[config.mk]
export PLATFORM = sky130hd
export DESIGN_NAME = chan_reg_decoder
export DESIGN_NICKNAME = d
export VERILOG_FILES = /design/src/rtl/chan_reg_pkg.sv /design/src/rtl/chan_addr_decode.sv /design/src/rtl/bcast_cfg_reg.sv /design/src/rtl/chan_reg_bank.sv /design/src/rtl/chan_reg_decoder.sv
export SDC_FILE = /design/constraint.sdc
export NUM_CORES = 1
export LEC_CHECK = 0
export ABC_AREA = 1
export BUFFER_PORTS_ARGS = -buffer_cell sky130_fd_sc_hd__buf_2
export CORE_ASPECT_RATIO = 1.75
export CORE_MARGIN = 2
export CORE_UTILIZATION = 60
export DETAILED_ROUTE_END_ITERATION = 8
export HOLD_SLACK_MARGIN = 0.03
export PLACE_DENSITY = 0.87
export SLEW_MARGIN = 40
export SYNTH_ARGS = -nofsm -noshare
export SYNTH_HDL_FRONTEND = slang
export SYNTH_HIERARCHICAL = 1
export SYNTH_SLANG_ARGS = --single-unit
[constraint.sdc]
create_clock -name clk -period 3.11 [get_ports clk]
set_clock_uncertainty 0.15 [all_clocks]
set_input_delay 0.622 -clock clk [delete_from_list [all_inputs] [get_ports clk]]
set_output_delay 0.622 -clock clk [all_outputs]
set_load 0.05 [all_outputs]
[src/rtl/chan_reg_pkg.sv]
package chan_reg_pkg;
   typedef enum logic [1:0] {
      RGN_NONE = 2'd0,
      RGN_CHAN = 2'd1,
      RGN_CFG  = 2'd2
   } rgn_e;
endpackage

[src/rtl/chan_addr_decode.sv]
module chan_addr_decode
   import chan_reg_pkg::*;
#(
   parameter int AW      = 8,
   parameter int OFSW    = 4,
   parameter int CHW     = 2,
   parameter int CFG_OFS = 11
) (
   input  logic [AW-1:0]   addr,
   output rgn_e            rgn,
   output logic [CHW-1:0]  chan,
   output logic [OFSW-1:0] ofs,
   output logic            cfg_hit
);
   localparam int RSV_LSB = OFSW + CHW;
   localparam logic [AW-2:0] CFG_KEY = (AW-1)'(CFG_OFS);

   if (AW < RSV_LSB + 2) begin : g_bad_aw
      $error("chan_addr_decode: AW too small for offset and channel fields");
   end

   always_comb begin
      ofs     = addr[OFSW-1:0];
      chan    = addr[RSV_LSB-1:OFSW];
      cfg_hit = addr[AW-1] && (addr[AW-2:0] == CFG_KEY);
      if (addr[AW-1])
         rgn = RGN_CFG;
      else if (addr[AW-2:RSV_LSB] == '0)
         rgn = RGN_CHAN;
      else
         rgn = RGN_NONE;
   end
endmodule

[src/rtl/bcast_cfg_reg.sv]
module bcast_cfg_reg (
   input  logic clk,
   input  logic rst_n,
   input  logic wr_en,
   input  logic wbit,
   output logic bcast
);
   always_ff @(posedge clk or negedge rst_n) begin
      if (!rst_n)
         bcast <= 1'b0;
      else if (wr_en)
         bcast <= wbit;
   end
endmodule

[src/rtl/chan_reg_bank.sv]
module chan_reg_bank #(
   parameter int DW      = 8,
   parameter int REGS    = 16,
   parameter logic [DW-1:0] RST_VAL = '0
) (
   input  logic                    clk,
   input  logic                    rst_n,
   input  logic                    we,
   input  logic [$clog2(REGS)-1:0] ofs,
   input  logic [DW-1:0]           wdata,
   output logic [DW-1:0]           rd_val
);
   logic [DW-1:0] mem [REGS];

   if (REGS < 2 || (REGS & (REGS - 1)) != 0) begin : g_bad_regs
      $error("chan_reg_bank: REGS must be a power of two of at least 2");
   end

   always_ff @(posedge clk or negedge rst_n) begin
      if (!rst_n) begin
         for (int i = 0; i < REGS; i++) mem[i] <= RST_VAL;
      end else if (we) begin
         mem[ofs] <= wdata;
      end
   end

   assign rd_val = mem[ofs];
endmodule

[src/rtl/chan_reg_decoder.sv]
module chan_reg_decoder
   import chan_reg_pkg::*;
#(
   parameter int NCH     = 4,
   parameter int AW      = 8,
   parameter int DW      = 8,
   parameter int REGS    = 16,
   parameter int CFG_OFS = 11
) (
   input  logic           clk,
   input  logic           rst_n,
   input  logic           cs_n,
   input  logic [AW-1:0]  addr,
   input  logic           wr_stb,
   input  logic           rd_stb,
   input  logic [DW-1:0]  wdata,
   output logic [NCH-1:0] chan_we,
   output logic [DW-1:0]  rdata
);
   localparam int CHW  = $clog2(NCH);
   localparam int OFSW = $clog2(REGS);

   if (NCH < 2 || (NCH & (NCH - 1)) != 0) begin : g_bad_nch
      $error("chan_reg_decoder: NCH must be a power of two of at least 2");
   end
   if (CFG_OFS < 0 || CFG_OFS >= 2 ** (AW - 1)) begin : g_bad_cfg
      $error("chan_reg_decoder: CFG_OFS outside configuration region");
   end

   rgn_e            rgn;
   logic [CHW-1:0]  chan;
   logic [OFSW-1:0] ofs;
   logic            cfg_hit;
   logic            bcast;
   logic            acc_wr, acc_rd;
   logic [DW-1:0]   bank_rd [NCH];
   logic [DW-1:0]   rd_mux;

   assign acc_wr = !cs_n && wr_stb;
   assign acc_rd = !cs_n && rd_stb;

   chan_addr_decode #(.AW(AW), .OFSW(OFSW), .CHW(CHW), .CFG_OFS(CFG_OFS)) u_dec (
      .addr(addr), .rgn(rgn), .chan(chan), .ofs(ofs), .cfg_hit(cfg_hit)
   );

   bcast_cfg_reg u_cfg (
      .clk(clk), .rst_n(rst_n),
      .wr_en(acc_wr && cfg_hit), .wbit(wdata[0]), .bcast(bcast)
   );

   for (genvar g = 0; g < NCH; g++) begin : g_chan
      assign chan_we[g] = acc_wr && (rgn == RGN_CHAN) && (bcast || chan == CHW'(g));
      chan_reg_bank #(.DW(DW), .REGS(REGS)) u_bank (
         .clk(clk), .rst_n(rst_n), .we(chan_we[g]),
         .ofs(ofs), .wdata(wdata), .rd_val(bank_rd[g])
      );
   end

   always_comb begin
      unique case (rgn)
         RGN_CHAN: rd_mux = bank_rd[chan];
         RGN_CFG:  rd_mux = cfg_hit ? DW'(bcast) : '0;
         default:  rd_mux = '0;
      endcase
   end

   always_ff @(posedge clk or negedge rst_n) begin
      if (!rst_n)
         rdata <= '0;
      else if (acc_rd)
         rdata <= rd_mux;
   end

   AST_NO_WE_UNSELECTED: assert property (@(posedge clk) disable iff (!rst_n)
      (cs_n || !wr_stb) |-> (chan_we == '0));
   AST_RSVD_NO_WE: assert property (@(posedge clk) disable iff (!rst_n)
      (!addr[AW-1] && addr[AW-2:CHW+OFSW] != '0) |-> (chan_we == '0));
   AST_BCAST_ALL_WE: assert property (@(posedge clk) disable iff (!rst_n)
      (bcast && acc_wr && addr[AW-1:CHW+OFSW] == '0) |-> (&chan_we));
   AST_CFG_NO_WE: assert property (@(posedge clk) disable iff (!rst_n)
      addr[AW-1] |-> (chan_we == '0));
   AST_SINGLE_WE: assert property (@(posedge clk) disable iff (!rst_n)
      !bcast |-> $onehot0(chan_we));
   AST_RDATA_HOLD: assert property (@(posedge clk) disable iff (!rst_n)
      !acc_rd |=> $stable(rdata));
endmodule

==> results of run 1 <==
==> cells in the mapped netlist <==
cell | count | share of area [%]
nand2_1 | 1815 | 27
dfrtp_1 | 521 | 52
nor2_1 | 209 | 3.1
a21oi_1 | 196 | 3.9
o21ai_0 | 192 | 3.8
o21ai_1 | 128 | 2.5
buf_2 | 117 | 2.3
inv_1 | 114 | 1.7
clkbuf_1 | 64 | 0.95
nor2_2 | 25 | 0.62
nand2_2 | 24 | 0.59
clkinv_1 | 9 | 0.13
nand4_1 | 9 | 0.22
buf_1 | 8 | 0.12
inv_2 | 8 | 0.12
buf_4 | 7 | 0.21
nand3_1 | 5 | 0.099
nor3_4 | 5 | 0.32
inv_4 | 4 | 0.099
nand3_2 | 4 | 0.16
nor3_2 | 4 | 0.16
buf_6 | 2 | 0.089
ha_1 | 2 | 0.099
and3_1 | 1 | 0.025
buf_12 | 1 | 0.079
inv_8 | 1 | 0.045
nand2_4 | 1 | 0.045
or2_2 | 1 | 0.025
==> worst min-delay path: stages <==
cell     delay (ps)
buf_2           170
nand2_1          80
nand2_1          50
==> worst max-delay path by stage <==
stage | startpoint | to | depth (start not counted) | slack (ps)
5_1_grt | addr[7] | chan_we[3] | 8 | 290
2_1_floorplan | addr[4] | g_chan[2].u_bank/mem[77] | 11 | -50
4_1_cts | addr[7] | chan_we[2] | 7 | 420
6_report | addr[7] | chan_we[2] | 7 | 400
3_3_place_gp | addr[7] | g_chan[3].u_bank/mem[5] | 12 | 410
3_5_place_dp | addr[7] | g_chan[3].u_bank/mem[68] | 12 | 340
==> power by group through the flow <==
stage	clock network (mW)	logic, mW	registers (mW)
final	6.08	0.942	6.98
after global routing	6.40	1.04	6.99
after CTS	6.14	0.935	6.97
after detailed placement	0	0.926	7.10
after global placement	0	0.912	7.10
after floorplan	0	0.531	7.09
==> cells by family after synthesis <==
kind of cell	synth area share (%)
simple gates	32.3
buf+inv	5.85
flops	51.5
fa+ha+maj	0.0989
compound gates	10.2
==> flip-flops by register name, indices dropped and copies added, names as in the netlist <==
name               cells
g_chan.u_bank/mem    512
rdata                  8
u_cfg/bcast            1
==> stage by stage <==
stage	cells	util (%)	setup WS, ps	power [mW]	hold slack (ps)
global placement	3971	62.8	407	8.01	308
global route	4053	66.6	293	14.4	267
CTS	4051	66.6	423	14.0	230
floorplan	3477	-	-46.5	7.62	176
finish	4053	66.6	405	14.0	242
detailed placement	3971	62.8	336	8.03	320
==> timing repair <==
item,CTS,global route
resized for setup,0,0
endpoints found under the setup margin,0,0
hold endpoints to repair,50,0
hold buffers,1,0
==> metal layers <==
| metal | up-vias | global-route usage [%] |
|---|---|---|
| met5 | - | 0 |
| met3 | 287 | 4.18 |
| met2 | 911 | 53.8 |
| met4 | 0 | 19.9 |
| li1 | 10732 | - |
| met1 | 10311 | 35.1 |
==> layout make-up <==
| type | instances | area (sq um) | share of cell area (%) |
|---|---|---|---|
| Timing Repair Buffer | 139 | 1090 | 3.92 |
| Sequential cell | 521 | 13000 | 47.0 |
| Clock buffer | 64 | 1370 | 4.94 |
| Multi-Input combinational cell | 2621 | 10800 | 38.9 |
| Antenna cell | 2 | 5.00 | 0.0180 |
| Inverter | 136 | 528 | 1.90 |
| Clock inverter | 15 | 231 | 0.835 |
| Tap cell | 555 | 694 | 2.50 |
==> cells in the final DEF, fill, tap and decap left out, types with 2 or more instances in the layout <==
cell type	n
nand3_2	4
inv_1	114
buf_12	8
nand2_1	1815
nor3_4	5
a21oi_1	196
buf_2	29
clkinv_2	7
clkbuf_16	47
clkbuf_8	14
nand4_1	9
o21ai_1	128
nand3_1	5
dfrtp_1	521
inv_4	4
inv_2	8
ha_1	2
bufinv_16	6
nor2_2	26
nand2_2	24
nor2_1	208
clkinv_1	9
buf_4	99
diode_2	2
o21ai_0	192
clkbuf_1	4
nor3_2	4
==> run metrics, run 1 <==
first-pass GRT wire length=108 mm; Crit path required time=2340 ps; Pleak=between 10 and 15 nW; Clk pwr share=a little over two fifths; wire per inst=16.3 um; Die W=159 um; IO Port Bufs=32; Clock Sinks=between 500 and 600; DP Wirelength=42.7 mm; cells along the critical path=buf_2 -> nor2_1 -> ha_1 -> nand3_1 -> buf_4 -> nor2_1 -> buf_2; DR vias=22,241; post-DR vias/cell=5.49; Slew Limit Fails=0; Top delay family on crit path=buffers and inverters; vias in the first global route=21,905; Worst Hold Path EP=u_cfg/bcast; M1 wire length=24.3 mm; switching power=roughly 3.3 mW; post-route antenna net violation count=0; largest net degree at the start of global routing=84; cells on worst reg2reg path=8; Overall Global Routing Usage=30.6%; post-synthesis cell area=around 25,000 sq um; Core Area=41,600 sq um; total negative setup slack=0 ps; Tightest Pin Transition=798 ps; DR WL met3=4.37 mm; Peak VDD IR=0.350 mV; Seq/Total Area, Yosys=between 50% and 60%; grt ovf=0; Layout Nets=3,487; cts bufs inserted=45; critical setup path kind=input port to primary output; Slowest-stage cell, CP=buf_2; routability cong.=slightly above 0.9; fmax=370 MHz; final wirelength=66.1 mm; syn_nets=approximately 3,500; post-route cell area=between 20,000 and 30,000 sq um; Setup crit end kind=primary output; Final Hold Vio Count=0; Period Utilization, post-route=87.0%; Critical Path Start Type=input port; Worst R2R End=g_chan[1].u_bank/mem[96]; flop and latch count out of synthesis=~520; Max stage delay on crit path=360 ps; Int Pwr=10.7 mW; # rows=a little under 100; Slew HR=46.7%; hold_sp=wdata[0]; CTS clk-pin slew, worst paths=about 60 ps; DIE HEIGHT=276 um; Worst Hold Class=input port to flop; PwrDens=505 nW/um^2; reg2reg start=u_cfg/bcast; average cell area after synthesis=7.27 sq um; die area=43,900 sq um; CTS tree=done; initial core utilization=around three fifths; drc violations=0; Skew-Pair Late Insertion Delay=570 ps; Pre-antenna DRT Iters=6; area grow syn2layout=9.65%; Critical Path Fanout Max=4; combinational power share=6.7%; count of warnings emitted by yosys=6; Top Layer Used=met4; initial antenna violation count=2; DRT iter0 DRCs=2,107; critical path arrival=1930 ps; DR WL met2=33.0 mm; setup slack, reg-to-reg=930 ps; Synth Instances=around 3,500; io pins=33; Placed Area=26,100 sq um; Max Cap Viol=0; CTS root buf=clkbuf_16; Layout fillers=3,380; layout cells sized above 1=8.32%; Longest Clk Path Bufs=3; # setup viols final=0; RSZ-0062 raised after global routing=no; postcts setup bufs=0; H-tree depth=2; sw frac=23.7%; Crit path buffers/inverters=3; number of unique standard cell types used by synthesis=28; post-layout min period=between 2000 and 3000 ps; Seq pwr share=49.8%; hold path depth=3; status=finished clean
Note: power is estimated with default switching activity, not from simulation.
==> inputs of run 2 (changes only) <==
ABC_AREA = not set   (was 1)
==> run 2 against run 1 <==
  * Wire length decreased by 11%
  * Via count decreased by 36%
  * Total power decreased by 0.84%
  * Largest power group unchanged
  * Critical endpoint is now chan_we[1]
  * Sequential share of layout area increased by 0.12 points
  * Core utilization increased by 1.3 points
  * Global-route usage decreased by 1.9 points
  * Worst hold slack improved by 110 ps
  * Synthesized area decreased by 2.4%
==> run metrics, run 2 <==
DR WL met3=about 2.6 mm; largest net degree at the start of global routing=slightly below 80; CTS root buf=clkbuf_16; count of warnings emitted by yosys=6; die area=42,800 sq um; first-pass GRT wire length=about 93 mm; reg2reg start=u_cfg/bcast; Pleak=~13 nW; vias in the first global route=around 16,000; Crit path required time=2340 ps; Worst R2R End=g_chan[0].u_bank/mem[13]; cells along the critical path=buf_2 -> nor2_1 -> ha_1 -> nand3b_1 -> nor2_1 -> buf_4 -> buf_4 -> buf_2; post-cts resize count=0; Core Area=40,700 sq um; count of flip-flops with a built-in enable after synthesis=0; post-synthesis cell area=24,700 sq um; postcts setup bufs=0; CTS clk-pin slew, worst paths=roughly 60 ps; Top Layer Used=met4; CP Launch Point=addr[7]; Final Hold Vio Count=0; syn_nets=1,562; simple logic cell fraction of the synthesized area=5.82%; initial antenna violation count=0; io pins=33; Critical Path Start Type=input port; Longest Clk Path Bufs=3; Slew HR=45.6%; initial core utilization=60.6%; critical setup path kind=input port to primary output; most common cell after layout, fill and taps aside=dfrtp_1; largest family of logic cells by synthesized area=multiplexers; drc violations=0; commonest cells after routing, fill and taps aside=dfrtp_1, mux2_2, mux4_2, buf_4, a22oi_1; Synth Instances=about 1,500; DP Wirelength=39.1 mm; Tightest Pin Transition=815 ps; Main synth FF type=dfrtp_1; multiplexer area fraction after synthesis=35.9%; Worst Hold Class=input port to flop; Regs by FF count=g_chan.u_bank/mem (512), rdata (8), u_cfg/bcast (1); synth top area cells=dfrtp_1, mux2_2, mux4_2; DR vias=roughly 14,000; DIE HEIGHT=272 um; post-DR vias/cell=6.46; final core occ=between 60% and 70%; Pre-antenna DRT Iters=5; Placed Area=26,000 sq um; layout cells sized above 1=57.2%; grt ovf=0; critical path arrival=between 2000 and 2500 ps; wire per inst=around 27 um; Layout fillers=2,633; Post-synth top cells=dfrtp_1, mux2_2, mux4_2, a22oi_1, nand2_1; final wirelength=58.9 mm; Max Cap Viol=0; cts bufs inserted=between 40 and 50; CTS tree=done; number of unique standard cell types used by synthesis=43; XOR/XNOR Fraction of Synth Area=0%; Layout Nets=approximately 1,700; status=finished clean; Skew-Pair Late Insertion Delay=between 500 and 600 ps; Period Utilization, post-route=91.8%; Clock Sinks=521; Seq/Total Area, Yosys=a little over half; Synth top area share=52.8%; RSZ-0062 raised after global routing=no; count leader, synth=dfrtp_1; Slowest-stage cell, CP=buf_2; hold_sp=wr_stb; cells on worst reg2reg path=7; Peak VDD IR=0.400 mV; Hold WS=350 ps; DRT iter0 DRCs=1,023; Slew Limit Fails=0; max FFs per register=512; DR WL met2=31.2 mm; routability cong.=0.855; Overall Global Routing Usage=28.7%; # setup viols final=0; H-tree depth=2; Reg with most FFs=g_chan.u_bank/mem; ANT cells=0; Top delay family on crit path=buffers and inverters; PwrDens=502 nW/um^2; fmax=350 MHz; post-layout min period=2850 ps; Setup crit end kind=primary output; Critical Path Fanout Max=6; Die W=157 um; post-route cell area=27,700 sq um; # rows=98; Synth area leader=dfrtp_1; Synth async-reset ratio=100%; M1 wire length=22.2 mm; Max stage delay on crit path=310 ps; compound-gate portion of the synthesized area=2.33%; IO Port Bufs=32; Levels on crit path=8; post-route antenna net violation count=0; Post-Synth Adder-Cell Area=0.101%; flop and latch count out of synthesis=521; Crit path buffers/inverters=4; CP endpoint=chan_we[1]; setup slack, reg-to-reg=~640 ps; average cell area after synthesis=16.0 sq um; area grow syn2layout=12.1%
==> run 2: logic make-up (layout without fill, tap and decap cells) <==
logic type               after synthesis  after routing
AO/OA/AOI/OAI                         77             77
flip-flops                           521            521
AND/OR/NAND/NOR                      169            169
buffers and inverters                120            244
adder cells (fa/ha/maj)                2              2
multiplexers                         650            650
==> run 2: area by class of cell <==
| class | instances | area, sq um | area share, % |
|---|---|---|---|
| sequential | 521 | 13000 | 47.1 |
| multi-input combinational | 898 | 10900 | 39.4 |
| clock buffer | 74 | 1500 | 5.42 |
| timing repair buffer | 154 | 1390 | 5.03 |
| tap | 550 | 688 | 2.49 |
| clock inverter | 10 | 134 | 0.484 |
| inverter | 6 | 22.5 | 0.0814 |
==> run 2: repair_timing <==
action,CTS,global route
endpoints found under the setup margin,0,0
hold buffers,1,0
endpoints found under the hold margin,65,0
==> run 2: per-layer routing <==
layer | track usage [%] | up-vias
met5 | 0 | -
met4 | 13.6 | 0
met3 | 3.29 | 157
met2 | 49.0 | 456
met1 | 36.6 | 7723
li1 | - | 5966
==> run 2: how the worst min path moves through the flow <==
| stage | to | slack [ps] | cells after the start |
|---|---|---|---|
| 2_1_floorplan | g_chan[0].u_bank/mem[0] | 180 | 0 |
| 3_3_place_gp | g_chan[2].u_bank/mem[43] | 330 | 1 |
| 3_5_place_dp | g_chan[0].u_bank/mem[40] | 340 | 1 |
| 4_1_cts | u_cfg/bcast | 330 | 3 |
| 5_1_grt | u_cfg/bcast | 360 | 3 |
| 6_report | u_cfg/bcast | 350 | 3 |
==> run 2: through the flow <==
stage	setup TNS [ps]	std cells	setup slack (ps)	total power [mW]
global route	0	2213	164	14.3
finish	0	2213	256	13.9
global placement	-627	2128	-88.2	7.90
floorplan	-29100	1539	-230	7.53
CTS	0	2213	280	14.0
detailed placement	-1330	2128	-173	7.94
==> run 2: power breakdown <==
group          total, mW  internal [mW]  switching (mW)
registers           6.93           6.88          0.0561
logic              0.886          0.322           0.563
clock network       6.06           3.55            2.51
total               13.9           10.8            3.13
==> run 2: worst reg2reg max path, stage by stage (launching register included) <==
cell and delay (ps):
dfrtp_1 430, a21oi_1 60, nor2_1 180, buf_12 180, nand2_1 90, nor4bb_1 660, buf_4 260, mux2_2 340
==> inputs of run 3 (changes only) <==
clock period = 3.55 ns   (was 3.11 ns; I/O delays follow)
==> run 3 against run 2 <==
  * The run now ends with negative hold slack left
  * First-iteration DRC count is 5.8% lower
  * Largest power group unchanged
  * Flip-flop and latch count is the same
  * Sequential share of layout area increased by 0.90 points
  * Final cell count is 2.3% lower
  * Cell area is 1.9% lower
  * Critical path type is now input port to flop
==> run metrics, run 3 (synthesis gave the netlist of run 2 again) <==
H-tree depth=2; CP Launch Point=addr[0]; Power Total=roughly 12 mW; DIE HEIGHT=272 um; Hold WS=-14.7 ps; Crit path buffers/inverters=3; Longest Clk Path Bufs=3; routability cong.=0.847; Core Area=40,700 sq um; most common cell after layout, fill and taps aside=dfrtp_1; Seq. cell area=13,000 sq um; die area=between 40,000 and 50,000 sq um; CP endpoint=rdata[5]; Max Cap Viol=0; post-layout min period=3020 ps; Worst Hold Class=input port to asynchronous set/reset pin; grt ovf=0; cells on worst reg2reg path=6; IO Port Bufs=32; Skew-Pair Late Insertion Delay=between 500 and 600 ps; Placed Area=25,600 sq um; Levels on crit path=8; critical path arrival=3310 ps; wire per inst=26.9 um; Worst R2R End=g_chan[3].u_bank/mem[77]; CTS clk-pin slew, worst paths=around 70 ps; cells along the critical path=buf_8 -> buf_12 -> buf_4 -> mux4_2 -> a22oi_1 -> nand2_1 -> mux4_2 -> a22o_1; Slew Limit Fails=0; # setup viols final=0; Layout fillers=2,708; post-route antenna net violation count=0; failing checks=negative hold slack; total negative setup slack=0 ps; post-route cell area=27,100 sq um; Slew HR=between 40% and 50%; drc violations=0; reg2reg start=u_cfg/bcast; # rows=98; cts bufs inserted=44; CP most frequent cell=mux4_2; Pleak=13.2 nW; Final Hold Vio Count=8; vias in the first global route=between 15,000 and 20,000; post-cts resize count=0; PwrDens=about 440 nW/um^2; status=finished with violations; Hold Buf Count CTS=0; Clock Sinks=521; first-pass GRT wire length=92.2 mm; critical setup path kind=input port to flop; io pins=33; Regs by FF count=g_chan.u_bank/mem (512), rdata (8), u_cfg/bcast (1); Layout Nets=about 1,600; max FFs per register=512; Max stage delay on crit path=about 540 ps; Tightest Pin Transition=slightly above 800 ps; Critical Path Start Type=input port; Die W=157 um; Reg with most FFs=g_chan.u_bank/mem; Crit path required time=3840 ps; initial antenna violation count=0; Critical Path Fanout Max=25; largest net degree at the start of global routing=91; Slowest-stage cell, CP=mux4_2; post-DR vias/cell=approximately 6.5; Pre-antenna DRT Iters=5; DR vias=14,126; final wirelength=58.1 mm; area used by multi-input combinational logic=roughly 11,000 sq um; setup slack, reg-to-reg=1020 ps; postcts setup bufs=0; Overall Global Routing Usage=between 20% and 30%; Top delay family on crit path=multiplexers; Period Utilization, post-route=between 80% and 90%; layout cells sized above 1=55.9%; DRT iter0 DRCs=964; CTS tree=done; commonest cells after routing, fill and taps aside=dfrtp_1, mux2_2, mux4_2, a22oi_1, buf_4; CTS root buf=clkbuf_16; area grow syn2layout=9.99%; DP Wirelength=38.8 mm; Setup crit end kind=flop; initial core utilization=roughly three fifths; RSZ-0062 raised after global routing=no; Peak VDD IR=0.384 mV; fmax=331 MHz
==> run 3: cell count changes in the layout (fill, tap and decap cells not counted), sizes merged <==
cell / change
buf: -44
bufinv: +3
diode: +1
clkinvlp: +3
clkbuf: -17
dlygate4sd3: -1
clkinv: +4
==> run 3: layout make-up <==
cell class	instances	share of cell area [%]
Antenna cell	1	0.00922
Clock buffer	57	4.54
Clock inverter	20	0.996
Inverter	6	0.0830
Multi-Input combinational cell	898	40.1
Sequential cell	521	48.0
Tap cell	550	2.54
Timing Repair Buffer	109	3.69
==> run 3: power breakdown <==
part | total, mW | leakage [nW] | internal [mW] | switching, mW
clock network | 5.08 | 0.726 | 2.89 | 2.19
logic | 0.758 | 5.17 | 0.271 | 0.486
registers | 6.07 | 7.26 | 6.02 | 0.0499
total | 11.9 | 13.2 | 9.18 | 2.72
==> run 3: worst min-delay path by stage <==
stage | start | to | cells past startpoint
2_1_floorplan | rst_n | g_chan[0].u_bank/mem[0] | 0
3_3_place_gp | g_chan[2].u_bank/mem[46] | g_chan[2].u_bank/mem[46] | 1
3_5_place_dp | g_chan[3].u_bank/mem[89] | g_chan[3].u_bank/mem[89] | 1
4_1_cts | rst_n | g_chan[3].u_bank/mem[104] | 1
5_1_grt | rst_n | g_chan[3].u_bank/mem[96] | 1
6_report | rst_n | g_chan[3].u_bank/mem[104] | 1
==> run 3: stage by stage <==
stage / setup slack (ps) / util [%] / std cells
floorplan: 122 / - / 1539
global placement: 63.9 / 63.0 / 2084
detailed placement: 30.4 / 63.0 / 2084
CTS: 552 / 66.7 / 2161
global route: 461 / 66.7 / 2161
finish: 529 / 66.7 / 2162
==> run 3: metal layers <==
layer,global-route usage (%),vias up,routed length (um)
met1,35.1,7606,21600
met4,15.2,0,3610
li1,-,5880,-
met2,48.6,462,30300
met5,0,-,0
met3,3.48,178,2590
==> run 3: worst reg2reg max path: stages (launching register included) <==
cell and delay (ps):
dfrtp_1 440, a21oi_1 60, nor2_1 420, buf_4 260, and2b_1 220, and4b_1 470, mux2_2 390
